`config.mk`:
```
export PLATFORM = sky130hd
export DESIGN_NAME = gpio_wmask_bank
export DESIGN_NICKNAME = d
export VERILOG_FILES = /design/src/rtl/gpio_bank_pkg.sv /design/src/rtl/gpio_addr_dec.sv /design/src/rtl/gpio_mask_half.sv /design/src/rtl/gpio_in_sync.sv /design/src/rtl/gpio_wmask_bank.sv
export SDC_FILE = /design/constraint.sdc
export NUM_CORES = 1
export LEC_CHECK = 0
export ABC_AREA = 0
export ABC_CLOCK_PERIOD_IN_PS = 11100
export CAP_MARGIN = 40
export CORE_MARGIN = 3
export CORE_UTILIZATION = 50
export DETAILED_ROUTE_END_ITERATION = 6
export PLACE_DENSITY_LB_ADDON = 0.15
export SYNTH_ARGS = -nofsm -noshare
export SYNTH_HDL_FRONTEND = slang
export SYNTH_SLANG_ARGS = --single-unit
```
`constraint.sdc`:
```
create_clock -name clk -period 11.1 [get_ports clk]
set_input_delay 3.33 -clock clk [delete_from_list [all_inputs] [get_ports clk]]
set_output_delay 3.33 -clock clk [all_outputs]
set_load 0.02 [all_outputs]
```
`src/rtl/gpio_bank_pkg.sv`:
```
package gpio_bank_pkg;

   localparam logic [31:0] BANK_VERSION = 32'h01000C2B;
   localparam int unsigned N_STORED     = 8;

   // slot = byte offset [6:3]; only slots 0..7 are stored
   typedef enum logic [3:0] {
      SLOT_LEVEL = 4'd0,
      SLOT_DIR   = 4'd1,
      SLOT_IEN   = 4'd2,
      SLOT_IMSK  = 4'd3,
      SLOT_ITYP  = 4'd4,
      SLOT_IPOL  = 4'd5,
      SLOT_IBTH  = 4'd6,
      SLOT_IDEB  = 4'd7,
      SLOT_STAT  = 4'd10,
      SLOT_RAW   = 4'd11,
      SLOT_EOI   = 4'd12,
      SLOT_EXT   = 4'd14,
      SLOT_VER   = 4'd15
   } slot_e;

endpackage

```
`src/rtl/gpio_addr_dec.sv`:
```
module gpio_addr_dec #(
   parameter int ADDR_W = 8
) (
   input  logic [ADDR_W-1:0] addr,
   output logic [3:0]        slot,
   output logic              hi,
   output logic              hit
);
   logic aligned;
   logic in_window;

   assign slot    = addr[6:3];
   assign hi      = addr[2];
   assign aligned = (addr[1:0] == 2'b00);

   generate
      if (ADDR_W > 7) begin : g_wide
         assign in_window = (addr[ADDR_W-1:7] == '0);
      end else begin : g_exact
         assign in_window = 1'b1;
      end
   endgenerate

   assign hit = aligned & in_window;
endmodule

```
`src/rtl/gpio_mask_half.sv`:
```
module gpio_mask_half #(
   parameter int HW = 16
) (
   input  logic          clk,
   input  logic          rst_n,
   input  logic          we,
   input  logic [HW-1:0] d,
   input  logic [HW-1:0] en,
   output logic [HW-1:0] q
);
   always_ff @(posedge clk or negedge rst_n) begin
      if (!rst_n) begin
         q <= '0;
      end else if (we) begin
         q <= (q & ~en) | (d & en);
      end
   end
endmodule

```
`src/rtl/gpio_in_sync.sv`:
```
module gpio_in_sync #(
   parameter int W      = 32,
   parameter int STAGES = 2
) (
   input  logic         clk,
   input  logic         rst_n,
   input  logic [W-1:0] din,
   output logic [W-1:0] dout
);
   generate
      if (STAGES == 0) begin : g_bypass
         assign dout = din;
      end else begin : g_chain
         logic [STAGES-1:0][W-1:0] chain;
         always_ff @(posedge clk or negedge rst_n) begin
            if (!rst_n) begin
               chain <= '0;
            end else begin
               chain[0] <= din;
               for (int s = 1; s < STAGES; s++) begin
                  chain[s] <= chain[s-1];
               end
            end
         end
         assign dout = chain[STAGES-1];
      end
   endgenerate
endmodule

```
`src/rtl/gpio_wmask_bank.sv`:
```
module gpio_wmask_bank
   import gpio_bank_pkg::*;
#(
   parameter int DATA_W      = 32,
   parameter int ADDR_W      = 8,
   parameter int SYNC_STAGES = 2
) (
   input  logic              clk,
   input  logic              rst_n,
   input  logic              wr_en,
   input  logic [ADDR_W-1:0] addr,
   input  logic [DATA_W-1:0] wdata,
   output logic [DATA_W-1:0] rdata,
   input  logic [DATA_W-1:0] pin_in,
   output logic [DATA_W-1:0] pin_sync,
   output logic [DATA_W-1:0] pin_out,
   output logic [DATA_W-1:0] pin_oe,
   input  logic [DATA_W-1:0] raw_status,
   output logic [DATA_W-1:0] irq_status,
   output logic [DATA_W-1:0] irq_en,
   output logic [DATA_W-1:0] irq_mask,
   output logic [DATA_W-1:0] irq_type,
   output logic [DATA_W-1:0] irq_pol,
   output logic [DATA_W-1:0] irq_both,
   output logic [DATA_W-1:0] irq_deb,
   output logic [DATA_W-1:0] eoi_clr
);
   localparam int HW   = DATA_W / 2;
   localparam int PINS = DATA_W;
   localparam int NREG = N_STORED;

   generate
      if (DATA_W != 32) begin : g_bad_width
         $error("gpio_wmask_bank: DATA_W must be 32");
      end
      if (ADDR_W < 7) begin : g_bad_addr
         $error("gpio_wmask_bank: ADDR_W must be at least 7");
      end
      if (SYNC_STAGES < 0 || SYNC_STAGES > 4) begin : g_bad_sync
         $error("gpio_wmask_bank: SYNC_STAGES out of range 0..4");
      end
   endgenerate

   logic [3:0] slot;
   logic       hi;
   logic       hit;

   gpio_addr_dec #(.ADDR_W(ADDR_W)) u_dec (
      .addr (addr),
      .slot (slot),
      .hi   (hi),
      .hit  (hit)
   );

   gpio_in_sync #(.W(PINS), .STAGES(SYNC_STAGES)) u_sync (
      .clk   (clk),
      .rst_n (rst_n),
      .din   (pin_in),
      .dout  (pin_sync)
   );

   // stored configuration, one masked half register per (slot, half)
   logic [NREG-1:0][PINS-1:0] store;
   logic [HW-1:0]             wr_d;
   logic [HW-1:0]             wr_m;

   assign wr_d = wdata[HW-1:0];
   assign wr_m = wdata[DATA_W-1:HW];

   generate
      for (genvar r = 0; r < NREG; r++) begin : g_reg
         for (genvar h = 0; h < 2; h++) begin : g_half
            logic sel;
            assign sel = wr_en & hit & (slot == 4'(r)) & (hi == 1'(h));
            gpio_mask_half #(.HW(HW)) u_half (
               .clk   (clk),
               .rst_n (rst_n),
               .we    (sel),
               .d     (wr_d),
               .en    (wr_m),
               .q     (store[r][h*HW +: HW])
            );
         end
      end
   endgenerate

   assign pin_out  = store[SLOT_LEVEL];
   assign pin_oe   = store[SLOT_DIR];
   assign irq_en   = store[SLOT_IEN];
   assign irq_mask = store[SLOT_IMSK];
   assign irq_type = store[SLOT_ITYP];
   assign irq_pol  = store[SLOT_IPOL];
   assign irq_both = store[SLOT_IBTH];
   assign irq_deb  = store[SLOT_IDEB];

   assign irq_status = raw_status & irq_en & ~irq_mask;

   // end-of-interrupt pulse, registered one cycle after the write
   logic          eoi_wr;
   logic [HW-1:0] eoi_bits;
   assign eoi_wr   = wr_en & hit & (slot == SLOT_EOI);
   assign eoi_bits = wr_d & wr_m;

   always_ff @(posedge clk or negedge rst_n) begin
      if (!rst_n) begin
         eoi_clr <= '0;
      end else if (eoi_wr) begin
         eoi_clr <= hi ? {eoi_bits, {HW{1'b0}}} : {{HW{1'b0}}, eoi_bits};
      end else begin
         eoi_clr <= '0;
      end
   end

   // read path
   function automatic logic [HW-1:0] half_of(input logic [PINS-1:0] v,
                                             input logic            upper);
      return upper ? v[PINS-1:HW] : v[HW-1:0];
   endfunction

   logic [DATA_W-1:0] rd_word;
   always_comb begin
      rd_word = '0;
      if (hit) begin
         if (slot < 4'(NREG)) begin
            rd_word = {{HW{1'b0}}, half_of(store[slot[2:0]], hi)};
         end else begin
            case (slot)
               SLOT_STAT: rd_word = {{HW{1'b0}}, half_of(irq_status, hi)};
               SLOT_RAW:  rd_word = {{HW{1'b0}}, half_of(raw_status, hi)};
               SLOT_EXT:  rd_word = {{HW{1'b0}}, half_of(pin_sync, hi)};
               SLOT_VER:  rd_word = hi ? '0 : BANK_VERSION;
               default:   rd_word = '0;
            endcase
         end
      end
   end

   assign rdata = rd_word;
endmodule

```
# [Word level (Yosys, flattened, before mapping)]
# Index checks and enable logic that the tools add are counted.
# Widths: inputs -> output; s select.
[word_totals] ff_bits=352 latch_bits=0 ramBits=0 romBits=0 inputBits=107 word_cells=113 mem_count=0
[classes] n_addsub=0 multipliers=0 div_mod_pow=0 magnitude_cmp=2 eq_ne=12 n_shift=0 n_mux=12 bitwise_logic=66 n_reduce_logical=2
[ops] operator="$and 16x16->16" count=17
[ops] operator="$or 16x16->16" count=16
[ops] operator="$mux 32" count=5
[ops] operator="$pmux 25 s4" count=1
[ops] operator="$bmux 32 s3" count=1
[ops] operator="$and 32x32->32" count=2
[ops] operator="$mux 16" count=4
[ops] operator="$not 32->32" count=1
[ops] operator="$and 1x1->1" count=27
[ops] operator="$mux 25" count=1
[ops] operator="$eq 4x4->1 const B" count=5
[ops] operator="$eq 4x3->1 const B" count=4
[ops] operator="$not 16->16" count=1
[ops] operator="$eq 4x2->1 const B" count=2
[ops] operator="$eq 4x1->1 const B" count=1
[ops] operator="$logic_not 4->1" count=1
[ops] operator="$lt 3x4->1 const B" count=1
[ops] operator="$lt 4x4->1 const B" count=1
[ops] operator="$logic_not 2->1" count=1
[ops] operator="$not 1->1" count=2

# [Depth between registers and ports, before layout]
# Gate-level depths: netlist (run 1).
[depth] ltp_word=6 mapped_depth=8

# [Modules after synthesis]
# From an unflattened synthesis (run 1), not the netlist that was laid out.
[unflattened] hier_cells=1506 hier_area_um2=17722.0
[modules_own_cells] module="gpio_mask_half" instances=16 cells_per_inst=50 area_per_inst_um2=700.7 seq_area_each_um2=400.4
[modules_own_cells] module="gpio_wmask_bank" instances=1 cells_per_inst=604 area_per_inst_um2=4621.9 seq_area_each_um2=800.8
[modules_own_cells] module="gpio_in_sync" instances=1 cells_per_inst=96 area_per_inst_um2=1841.8 seq_area_each_um2=1601.5
[modules_own_cells] module="gpio_addr_dec" instances=1 cells_per_inst=6 area_per_inst_um2=47.5 seq_area_each_um2=0.0

# [Least setup slack after synthesis (run 1)]
# OpenSTA, ideal clock, no wires.
[synth_timing] kind="input to output" from="in addr[4]" to="out rdata[14]" arrival_time_ns=5.244 required_time_ns=7.770 path_slack_ns=2.526 cell_stages=6 path_cell_list="buf_2 -> buf_2 -> buf_2 -> buf_2 -> nand3_1 -> o311ai_0"
[synth_between] elab_chain_len=5 word_cells_on_any_way=11 classes_between="1 x order compare; 4 x eq/ne; 6 x mux"
[synth_lines] item="from (decl)" line_no="gpio_wmask_bank.sv:11" rtl="input logic [ADDR_W-1:0] addr,"
[synth_lines] item="$bmux 32 s3" line_no="gpio_wmask_bank.sv:125" rtl="rd_word = {{HW{1'b0}}, half_of(store[slot[2:0]], hi)};"
[synth_lines] item="$mux 32 (implied by the code)" line_no="gpio_wmask_bank.sv:125"
[synth_lines] item="$mux 16" line_no="gpio_wmask_bank.sv:117" rtl="return upper ? v[PINS-1:HW] : v[HW-1:0];"
[synth_lines] item="$mux 32 *" line_no="gpio_wmask_bank.sv:124" rtl="if (slot < 4'(NREG)) begin"
[synth_lines] item="$mux 32 *" line_no="gpio_wmask_bank.sv:123" rtl="if (hit) begin"
[synth_lines] item="to (decl)" line_no="gpio_wmask_bank.sv:13" rtl="output logic [DATA_W-1:0] rdata,"
# Mark *: on every way between the ends. The rest lies on a longest branch, timed or not. The select of a mux whose other input is x is not followed.

# [Worst setup path in the final report (run 1)]
[layout_timing] from="in addr[1]" to="out rdata[0]"
[layout_between] elab_chain_len=3
[layout_lines] item="$logic_not 2->1" line_no="gpio_addr_dec.sv:14" rtl="assign aligned = (addr[1:0] == 2'b00);"
[layout_lines] item="$and 1x1->1" line_no="gpio_addr_dec.sv:24" rtl="assign hit = aligned & in_window;"
[layout_lines] item="$mux 32" line_no="gpio_wmask_bank.sv:123"
# No other way between the ends.

==> results of run 1 <==
layer usage:
metal / part of all wire, % / global-route usage, %
met2: 47 / 56.9
met4: 5.5 / 16.3
met1: 37 / 44.9
met5: 0.088 / 0
met3: 11 / 9.84
logic make-up after synthesis:
logic type / Yosys count / share of synthesized area, %
and+or+nand+nor: 460 / 11.4
muxes: 370 / 26.6
DFF: 352 / 52.2
buffers and inverters: 155 / 4.75
AOI/OAI and AO/OA: 120 / 5.00
other: 1 / 0.0222
layout make-up:
type,instances,area share (%)
antenna,3,0.0324
clock buffer,56,5.06
clock inverter,13,0.724
multi-input combinational,965,31.9
sequential,352,38.0
tap,442,2.39
timing repair buffer,506,21.9
worst max-delay path by stage:
| stage | slack, ns | cells past startpoint | end |
|---|---|---|---|
| 6_report | 1.04 | 7 | rdata[0] |
| 5_1_grt | 0.85 | 7 | rdata[1] |
| 4_1_cts | 1.08 | 7 | rdata[1] |
| 3_5_place_dp | 1.07 | 7 | rdata[1] |
| 3_3_place_gp | 1.13 | 7 | rdata[0] |
| 2_1_floorplan | 2.53 | 6 | rdata[14] |
where the power goes:
group	internal, mW	switching [mW]
Clock	0.825	0.522
Combinational	0.148	0.207
Sequential	1.32	0.0324
Total	2.29	0.762
worst max-delay path, delay by kind of cell:
kind	cells	cell delay [ns]
AO/OA/AOI/OAI	1	0.16
buffers and inverters	2	1.18
AND/OR/NAND/NOR	4	2.06
cell usage after synthesis (5+ instances only):
| library cell | count | area, um^2 |
|---|---|---|
| nand2b_1 | 7 | 43.8 |
| a221oi_1 | 5 | 43.8 |
| a21oi_1 | 18 | 90.1 |
| mux2_2 | 280 | 3150 |
| buf_2 | 35 | 175 |
| clkbuf_1 | 69 | 259 |
| dfrtp_1 | 352 | 8810 |
| a211oi_1 | 15 | 113 |
| o22ai_1 | 26 | 163 |
| nor2b_1 | 5 | 31.3 |
| nand3_1 | 5 | 25.0 |
| mux4_2 | 35 | 788 |
| a22oi_1 | 28 | 210 |
| buf_4 | 47 | 353 |
| nand2_1 | 320 | 1200 |
| mux2i_1 | 51 | 510 |
| and3b_1 | 6 | 52.6 |
| nor3_1 | 14 | 70.1 |
| nor2_1 | 81 | 304 |
| o21ai_0 | 5 | 25.0 |
==> results.md, run 1 <==
* CP Launch Type: primary input
* Worst VDD drop at between 0.0001 and 0.00015 V
* Die H at 190 um
* Leakage at 10.1 nW
* Post-synth EDFFs at 0
* Post-DR vias/cell at approximately 6
* Post-CTS Setup Bufs at 0
* Layout Cells excl Fill at 2337
* Worst hold path class: reg2reg
* Final Cell Area at 23200 um^2
* Top_reg_cell synth: dfrtp_1
* P per Cell Area at about 130 nW/um^2
* Largest net degree at the start of global routing at 172
* TNS Setup at 0 ns
* DR vias at 14000
* Max Root-Sink Buffers at 3
* Wire per inst at 27.9 um
* Drt drc at 0
* Hold Buf Count CTS at 0
* Status: complete, no violations
* Synth unique cells at 46
* CP Max Fanout at 9
* Setup Skew at 0.0105 ns
* FMAX at 99.4 MHz
* Multi-input gate area at 7380 um^2
* Resized Gates After CTS at 0
* DRT Pass-1 Iters at 5
* Worst-path cell chain: clkdlybuf4s50_1 -> nor3_1 -> nand2_1 -> nor2_1 -> a211oi_1 -> nor3_1 -> clkdlybuf4s50_1
* Power, Total at 3.05 mW
* Post-Place Cells at 2265
* Hold Startpoint: u_sync.g_chain.chain[6]$_DFF_PN0_
* Reg2reg setup slack at 10.21 ns
* Hold WS at 0.347 ns
* CTS root buf: clkbuf_16
* CTS H-tree lvls at 2
* Die width at 190 um
* Fraction of layout cells with a size suffix above 1 at 23.3%
* Cts bufs inserted at 38
* Period utilization at between 90 and 100%
* First-pass GRT wire length at approximately 94000 um
* Hold Vio Cnt, Final at 0
* Placement Setup Slack at about 1.1 ns
* Routability congestion estimate at 0.903
* FF+latch area at 8810 um^2
* Synthesis-stage register bit count at 352
* Total congestion overflow at 0
* Initial DRC Count at 1272
* Async set or reset register ratio after synthesis at 100%
* TritonCTS clock tree: yes
* WP data required at 7.77 ns
* Tmin final at approximately 10 ns
* Ys Warns at 0
* Crit. End Element: output pin
* Worst path max stage delay at 0.69 ns
* Layout Nets at 1970
* Final ANT Viol Nets at 0
* Mapped Area at 16900 um^2
* Slew Viols, Final at 0
* Setup-failing EPs final at 0
* # port buffers at ~480
* Arrival time worst endpoint at approximately 6.7 ns
* Worst R2R Path Depth at 1
* Antenna violations before repair at 3
* CP Launch Point: addr[1]
* Final wirelength at around 65000 um
* Final core utilization at 70.5%
* Hold depth at 0
* RSZ-0062 raised after global routing: no
* Syn avg cell area at ~12 um^2
* Sequential fraction of the synthesis area at around 52%
* Initial Utilization at about half
* Core Region at roughly 33000 um^2
* Worst-Margin Slew at 1.06 ns
* Most common cell after layout, fill and taps aside: clkdlybuf4s50_1
* Clk sinks at 352
* GRT Total Usage at between 30 and 40%
* Most frequent cells in the layout: clkdlybuf4s50_1 (471), dfrtp_1 (352), nand2_1 (320), mux2_2 (280), nor2_1 (69)
* Final WS setup at 1.04 ns
* Post-DP HPWL at between 40000 and 50000 um
* Post-synthesis cell count at 1458
* I/O Pins at just under 500
* Critical path type: in2out
* Hold path endpoint: u_sync.dout[6]$_DFF_PN0_
* Relative slew slack at just under 30%
* Clock Pin Slew Worst Setup and Hold Paths at 0.06 ns
* Placed Area at 21800 um^2
* Worst-Skew Late Latency at 0.53 ns
* Slowest cell on crit path: clkdlybuf4s50_1
* Area Overhead vs Synth at 37.2%
* Vias in the first global route at 14200
* Die ar. at 36000 um^2
* Max-Cap Viols at 0
* Row cnt at 66
* Fillers at 2427
(Power assumes the default switching activity.)
==> run 2: changes to the inputs <==
--- a/config.mk
+++ b/config.mk
@@ -7,11 +7,13 @@
 export LEC_CHECK = 0
 export ABC_AREA = 0
 export ABC_CLOCK_PERIOD_IN_PS = 11100
-export CAP_MARGIN = 40
+export CAP_MARGIN = 20
 export CORE_MARGIN = 3
 export CORE_UTILIZATION = 50
 export DETAILED_ROUTE_END_ITERATION = 6
+export HOLD_SLACK_MARGIN = 0.06
 export PLACE_DENSITY_LB_ADDON = 0.15
 export SYNTH_ARGS = -nofsm -noshare
 export SYNTH_HDL_FRONTEND = slang
+export SYNTH_HIERARCHICAL = 1
 export SYNTH_SLANG_ARGS = --single-unit
==> run 2 against run 1 <==
Clock power is essentially flat. Power grew 0.45%. Critical endpoint is now rdata[9]. Critical path depth grew 1. Routed wire length shrank 3.9%. Register-to-register slack gained 0.02 ns. Highest routed layer unchanged. Count of clock-buffer cells in the layout grew 1. First-iteration DRC count shrank 8.1%. Global-route usage shrank 3.2 points. Largest cell class unchanged. Largest power group is now the clock network.
==> results.md, run 2 <==
* Status: complete, no violations
* Period utilization at 90.1% (-0.58 points)
* Post-CTS Setup Bufs at 0 (unchanged)
* Most frequent cells after synthesis: dfrtp_1 (352), nand2_1 (337), mux2_4 (160), mux2i_1 (138), mux2_2 (98)
* CP Launch Type: primary input
* Cell mode on critical path: clkdlybuf4s50_1
* Fillers at 2627 (+8.2%)
* Top_reg_cell synth: dfrtp_1
* Post-synth EDFFs at 0 (unchanged)
* Hold WS at 0.346 ns (-0.000957 ns)
* Initial Utilization at 51.1% (-0.30 points)
* Total congestion overflow at 0 (unchanged)
* TritonCTS clock tree: yes
* Synth Area in Compound Gates at 4.41% (-0.59 points)
* Power, Total at 3.07 mW (+0.45%)
* Worst-path cell chain: clkdlybuf4s50_1 -> and2b_2 -> buf_4 -> a22oi_1 -> nand2_1 -> o221ai_1 -> nand3_1 -> clkdlybuf4s50_1
* P per Cell Area at 130 nW/um^2 (-1.6%)
* Final wirelength at 62600 um (-3.9%)
* # port buffers at 475 (unchanged)
* Clock Pin Slew Worst Setup and Hold Paths at 0.06 ns (about the same)
* CTS root buf: clkbuf_16
* Routability congestion estimate at 0.877 (-2.8%)
* Setup-failing EPs final at 0 (unchanged)
* Max-Cap Viols at 0 (unchanged)
* CP Max Fanout at 36 (+27)
* Post-Place Cells at 2331 (+2.9%)
* Vias in the first global route at 14300 (+0.89%)
* Multi-input gate area at 8030 um^2 (+8.7%)
* Synth Area in Adders at 0% (unchanged)
* FMAX at 100 MHz (+0.64%)
* Arrival time worst endpoint at 6.67 ns (-0.06 ns)
* DRT Pass-1 Iters at 5 (unchanged)
* Most numerous cell in the Yosys netlist: dfrtp_1
* GRT Total Usage at 32.2% (-3.2 points)
* Tmin final at 10.00 ns (-0.0644 ns)
* Worst-Skew Late Latency at 0.53 ns (about the same)
* Post-synth top area share at 49.7% (-2.5 points)
* Syn avg cell area at 11.8 um^2 (+1.7%)
* DR vias at 14100 (+0.31%)
* Worst-Margin Slew at 1.16 ns (+0.0958 ns)
* Worst hold path class: reg2reg
* Post-Synth Simple-Gate Area at 12.1% (+0.74 points)
* Antenna violations before repair at 1 (-2)
* Post-DR vias/cell at 5.86 (-2.3%)
* Post-synthesis mux area share at 27.8% (+1.2 points)
* Die H at 194 um (+2.4%)
* Leakage at 10.9 nW (+7.7%)
* Ys Warns at 6 (+6)
* Slowest cell on crit path: and2b_2
* Area Overhead vs Synth at 33.5%
* Largest net degree at the start of global routing at 175 (+1.7%)
* Slew Viols, Final at 0 (unchanged)
* Worst path max stage delay at 1.03 ns (+0.34 ns)
* Most common cell after layout, fill and taps aside: clkdlybuf4s50_1
* Post-DP HPWL at 41200 um (-12%)
* Largest area contributor in the netlist: dfrtp_1
* Resized Gates After CTS at 0 (unchanged)
* Post-synthesis cell count at 1506 (+3.3%)
* Layout Nets at 2024 (+2.7%)
* Most frequent cells in the layout: clkdlybuf4s50_1 (472), dfrtp_1 (352), nand2_1 (337), mux2_4 (160), mux2i_1 (138)
* Cts bufs inserted at 39 (+2.6%)
* FF+latch area at 8810 um^2 (unchanged)
* Row cnt at 68 (+3.0%)
* Async set or reset register ratio after synthesis at 100% (unchanged)
* XOR/XNOR share of the synthesized area at 0% (unchanged)
* RSZ-0062 raised after global routing: no
* Hold Buf Count CTS at 0 (unchanged)
* Die width at 194 um (+2.4%)
* Wire per inst at 26.1 um (-6.4%)
* Ant diodes at 0 (-3)
* Mapped Area at 17700 um^2 (+5.0%)
* CTS H-tree lvls at 2 (unchanged)
* Fraction of layout cells with a size suffix above 1 at 18.7% (-4.5 points)
* Layout Cells excl Fill at 2400 (+2.7%)
* Die ar. at 37700 um^2 (+4.8%)
* Crit. End Element: output pin
* WP data required at 7.77 ns (about the same)
* TNS Setup at 0 ns (unchanged)
* Synth area leaders: dfrtp_1 (50%), mux2_4 (14%), mux2i_1 (7.8%)
* Synthesis-stage register bit count at 352 (unchanged)
* Final ANT Viol Nets at 0 (unchanged)
* Initial DRC Count at 1169 (-8.1%)
* Drt drc at 0 (unchanged)
* Hold Vio Cnt, Final at 0 (unchanged)
* Main combinational cell family by area after synthesis: multiplexers
* Core Region at 34700 um^2 (+5.6%)
* Synth unique cells at 40 (-13%)
* I/O Pins at 491 (unchanged)
* Clk sinks at 352 (unchanged)
* Critical path type: in2out
* Setup Skew at 0.00337 ns (-0.00710 ns)
* First-pass GRT wire length at 92900 um (-1.1%)
* Max Root-Sink Buffers at 3 (unchanged)
* Sequential fraction of the synthesis area at 49.7% (-2.5 points)
* Relative slew slack at 22.8% (-6.5 points)
* Worst VDD drop at 0.000123 V (+11%)
[run 2: cell count changes after synthesis, moves of 35 or more]
cell,change
mux2_2,-182
mux2_4,+160
mux2i_1,+87
clkbuf_1,-62
nand3_1,+42
buf_6,+35
[run 2: layout make-up]
| type | instances | share of cell area, % |
|---|---|---|
| well taps | 455 | 2.41 |
| clock inverters | 12 | 0.725 |
| multi-input cells | 1033 | 33.9 |
| inverters | 3 | 0.0476 |
| flip-flops and latches | 352 | 37.2 |
| repair buffers | 488 | 20.7 |
| clock buffers | 57 | 4.97 |
[run 2: logic make-up after synthesis]
family	count (synthesis)
other	1
AND/OR/NAND/NOR	511
multiplexers	398
buffers and inverters	135
AO/OA/AOI/OAI	109
flip-flops	352
[run 2: stage by stage]
stage | util [%] | area, um^2 | setup WS (ns)
floorplan | - | 17800 | 3.07
detailed placement | 64.3 | 22300 | 1.21
global placement | 64.2 | 22300 | 1.26
finish | 68.1 | 23700 | 1.10
CTS | 68.1 | 23700 | 1.19
global route | 68.1 | 23700 | 0.985
[run 2: worst paths after layout]
kind / start / to / slack (ns) / cells past startpoint
min in group asynchronous: rst_n / eoi_clr[7]$_DFF_PN0_ / 2.91 / 1
min reg2reg: u_sync/g_chain.chain[28]$_DFF_PN0_ / u_sync/dout[28]$_DFF_PN0_ / 0.35 / 0
max reg2reg: register / register / 10.23 / 1
max: addr[3] / rdata[9] / 1.10 / 8
max in group asynchronous: rst_n / asynchronous set/reset pin / 6.64 / 2
min: u_sync/g_chain.chain[28]$_DFF_PN0_ / u_sync/dout[28]$_DFF_PN0_ / 0.35 / 0
[run 2: worst max-delay path, delay by kind of cell]
kind | cells | cell delay [ns]
buffers and inverters | 3 | 1.72
AOI/OAI and AO/OA | 2 | 0.24
and+or+nand+nor | 3 | 1.34
[run 2: metal layers]
| layer | global-route usage, % | share of wire, % | vias up |
|---|---|---|---|
| li1 | - | - | 6000 |
| met1 | 42.5 | 39 | 7200 |
| met2 | 52.1 | 48 | 727 |
| met3 | 8.24 | 9.2 | 133 |
| met4 | 10.7 | 3.6 | 2 |
| met5 | 0 | 0.019 | - |
[run 2: power by group]
group | internal, mW | total (mW) | switching (mW)
Sequential | 1.32 | 1.35 | 0.0338
Clock | 0.828 | 1.36 | 0.532
Combinational | 0.154 | 0.354 | 0.201
==> run 3: changes to the inputs <==
--- a/config.mk
+++ b/config.mk
@@ -12,7 +12,7 @@
 export CORE_UTILIZATION = 50
 export DETAILED_ROUTE_END_ITERATION = 6
 export HOLD_SLACK_MARGIN = 0.06
-export PLACE_DENSITY_LB_ADDON = 0.15
+export PLACE_DENSITY = 0.83
 export SYNTH_ARGS = -nofsm -noshare
 export SYNTH_HDL_FRONTEND = slang
 export SYNTH_HIERARCHICAL = 1
==> run 3 against run 2 <==
Worst setup slack improved by 0.097 ns. Routed wire length rose by 2.1%. Clock skew rose by 0.0015 ns. Sequential share of layout area fell by 0.13 points. Sequential cell count did not move. Via count rose by 1.4%. Sequential power barely moved. Hold slack got worse by 0.0040 ns. Non-clock buffer count rose by 5. Register-to-register slack barely moved. First-iteration DRC count rose by 4.7%. Largest power group unchanged. Highest routed layer is now met4.
==> results.md, run 3 (synthesized netlist as in run 2, its figures left out) <==
* CP Launch Point: addr[5]
* Setup Skew at 0.00489 ns (+0.00153 ns)
* Die ar. at 37700 um^2 (unchanged)
* Tmin final at 9.90 ns (-0.0969 ns)
* Post-DP HPWL at 42900 um (+4.1%)
* Post-DR vias/cell at 5.92 (+1.1%)
* Crit. End Element: output pin
* DR vias at 14300 (+1.4%)
* Final WS setup at 1.20 ns (+0.0969 ns)
* Cts bufs inserted at 40 (+2.6%)
* FF+latch area at 8810 um^2 (unchanged)
* Largest net degree at the start of global routing at 164 (-6.3%)
* Placed Area at 22300 um^2 (+0.11%)
* Hold Startpoint: u_sync/g_chain.chain[6]$_DFF_PN0_
* Status: complete, no violations
* Worst-Margin Slew at 1.22 ns (+0.0664 ns)
* Drt drc at 0 (unchanged)
* Max-Cap Viols at 0 (unchanged)
* Worst VDD drop at 0.000120 V (-2.9%)
* Vias in the first global route at 14800 (+3.3%)
* CP Launch Type: primary input
* Post-CTS Setup Bufs at 0 (unchanged)
* FMAX at 101 MHz (+0.98%)
* WP data required at 7.77 ns (about the same)
* Final core utilization at 68.4% (+0.24 points)
* Final ANT Viol Nets at 0 (unchanged)
* Final wirelength at 63900 um (+2.1%)
* Fillers at 2521 (-4.0%)
* Most common cell after layout, fill and taps aside: clkdlybuf4s50_1
* CTS root buf: clkbuf_16
* Relative slew slack at 18.0% (-4.8 points)
* Routability congestion estimate at 0.918 (+4.6%)
* TritonCTS clock tree: yes
* Total congestion overflow at 0 (unchanged)
* Reg2reg setup slack at 10.23 ns (about the same)
* Leakage at 11.0 nW (+0.53%)
* I/O Pins at 491 (unchanged)
* Most frequent cells in the layout: clkdlybuf4s50_1 (472), dfrtp_1 (352), nand2_1 (337), mux2_4 (160), mux2i_1 (138)
* P per Cell Area at 131 nW/um^2 (+0.91%)
* Layout Nets at 2030 (+0.30%)
* First-pass GRT wire length at 95200 um (+2.4%)
* Fraction of layout cells with a size suffix above 1 at 19.0% (+0.25 points)
* Hold Vio Cnt, Final at 0 (unchanged)
* Die H at 194 um (unchanged)
* Period utilization at 89.2% (-0.87 points)
* Antenna violations before repair at 1 (unchanged)
* Setup-failing EPs final at 0 (unchanged)
* GRT Total Usage at 32.9% (+0.75 points)
* Worst-Skew Late Latency at 0.53 ns (about the same)
* Multi-input gate area at 8020 um^2 (-0.12%)
* Die width at 194 um (unchanged)
* Slew Viols, Final at 0 (unchanged)
* Area Overhead vs Synth at 33.9%
* Wire per inst at 26.5 um (+1.8%)
* Clk sinks at 352 (unchanged)
* TNS Setup at 0 ns (unchanged)
* Max Root-Sink Buffers at 3 (unchanged)
* CP Max Fanout at 25 (-31%)
* Resized Gates After CTS at 0 (unchanged)
* Final Cell Area at 23700 um^2 (+0.35%)
* Row cnt at 68 (unchanged)
* DRT Pass-1 Iters at 5 (unchanged)
* Worst hold path class: reg2reg
* Placement Setup Slack at 1.28 ns (+0.0725 ns)
* Initial Utilization at 51.1% (unchanged)
* Power, Total at 3.11 mW (+1.3%)
* CTS H-tree lvls at 2 (unchanged)
* Critical path type: in2out
* Hold Buf Count CTS at 0 (unchanged)
* RSZ-0062 raised after global routing: no
* # port buffers at 475 (unchanged)
* Clock Pin Slew Worst Setup and Hold Paths at 0.06 ns (about the same)
* Core Region at 34700 um^2 (unchanged)
* Arrival time worst endpoint at 6.57 ns (-0.10 ns)
* Initial DRC Count at 1224 (+4.7%)
[run 3: changes by cell type in the layout (fill, tap and decap cells not counted), sizes merged]
cell      before  now
bufinv         4    6
buf           15   21
diode          0    1
clkinvlp       3    1
clkbuf        58   56
clkinv         5    7
[run 3: worst paths after layout]
kind,cells after the start,endpoint
setup / recovery,8,rdata[5]
hold / removal,0,u_sync/dout[6]$_DFF_PN0_
setup reg to reg,1,register
hold reg to reg,0,u_sync/dout[6]$_DFF_PN0_
max in group asynchronous,2,asynchronous set/reset pin
min in group asynchronous,1,u_sync/g_chain.chain[16]$_DFF_PN0_
[run 3: critical path: stages]
cell and delay, ns:
clkdlybuf4s50_1 1.00, and2b_2 0.71, buf_4 0.37, buf_4 0.22, a22oi_1 0.08, nand3_1 0.13, nand3_1 0.14, clkdlybuf4s50_1 0.59
[run 3: report_power, final]
part	switching, mW	internal [mW]	total [mW]
combinational	0.202	0.154	0.356
clock	0.528	0.868	1.40
sequential	0.0348	1.32	1.36
[run 3: per-stage QoR]
stage / cells / hold WS, ns
2_1_floorplan: 1520 / 0.331
3_3_place_gp: 2333 / 0.332
3_5_place_dp: 2335 / 0.335
4_1_cts: 2405 / 0.342
5_1_grt: 2407 / 0.352
6_report: 2407 / 0.342
[run 3: layout make-up]
class	instances	share of cell area (%)
Antenna cell	1	0.0105
Clock buffer	56	4.90
Clock inverter	14	0.954
Inverter	3	0.0474
Multi-Input combinational cell	1033	33.8
Sequential cell	352	37.1
Tap cell	455	2.40
Timing Repair Buffer	493	20.8
[run 3: per-layer routing]
metal	up-vias	share of wire, %	track usage, %
met2	813	47	52.9
met5	-	0	0
li1	6011	-	-
met3	190	9.2	8.62
met4	0	4.8	14.5
met1	7247	39	42.2
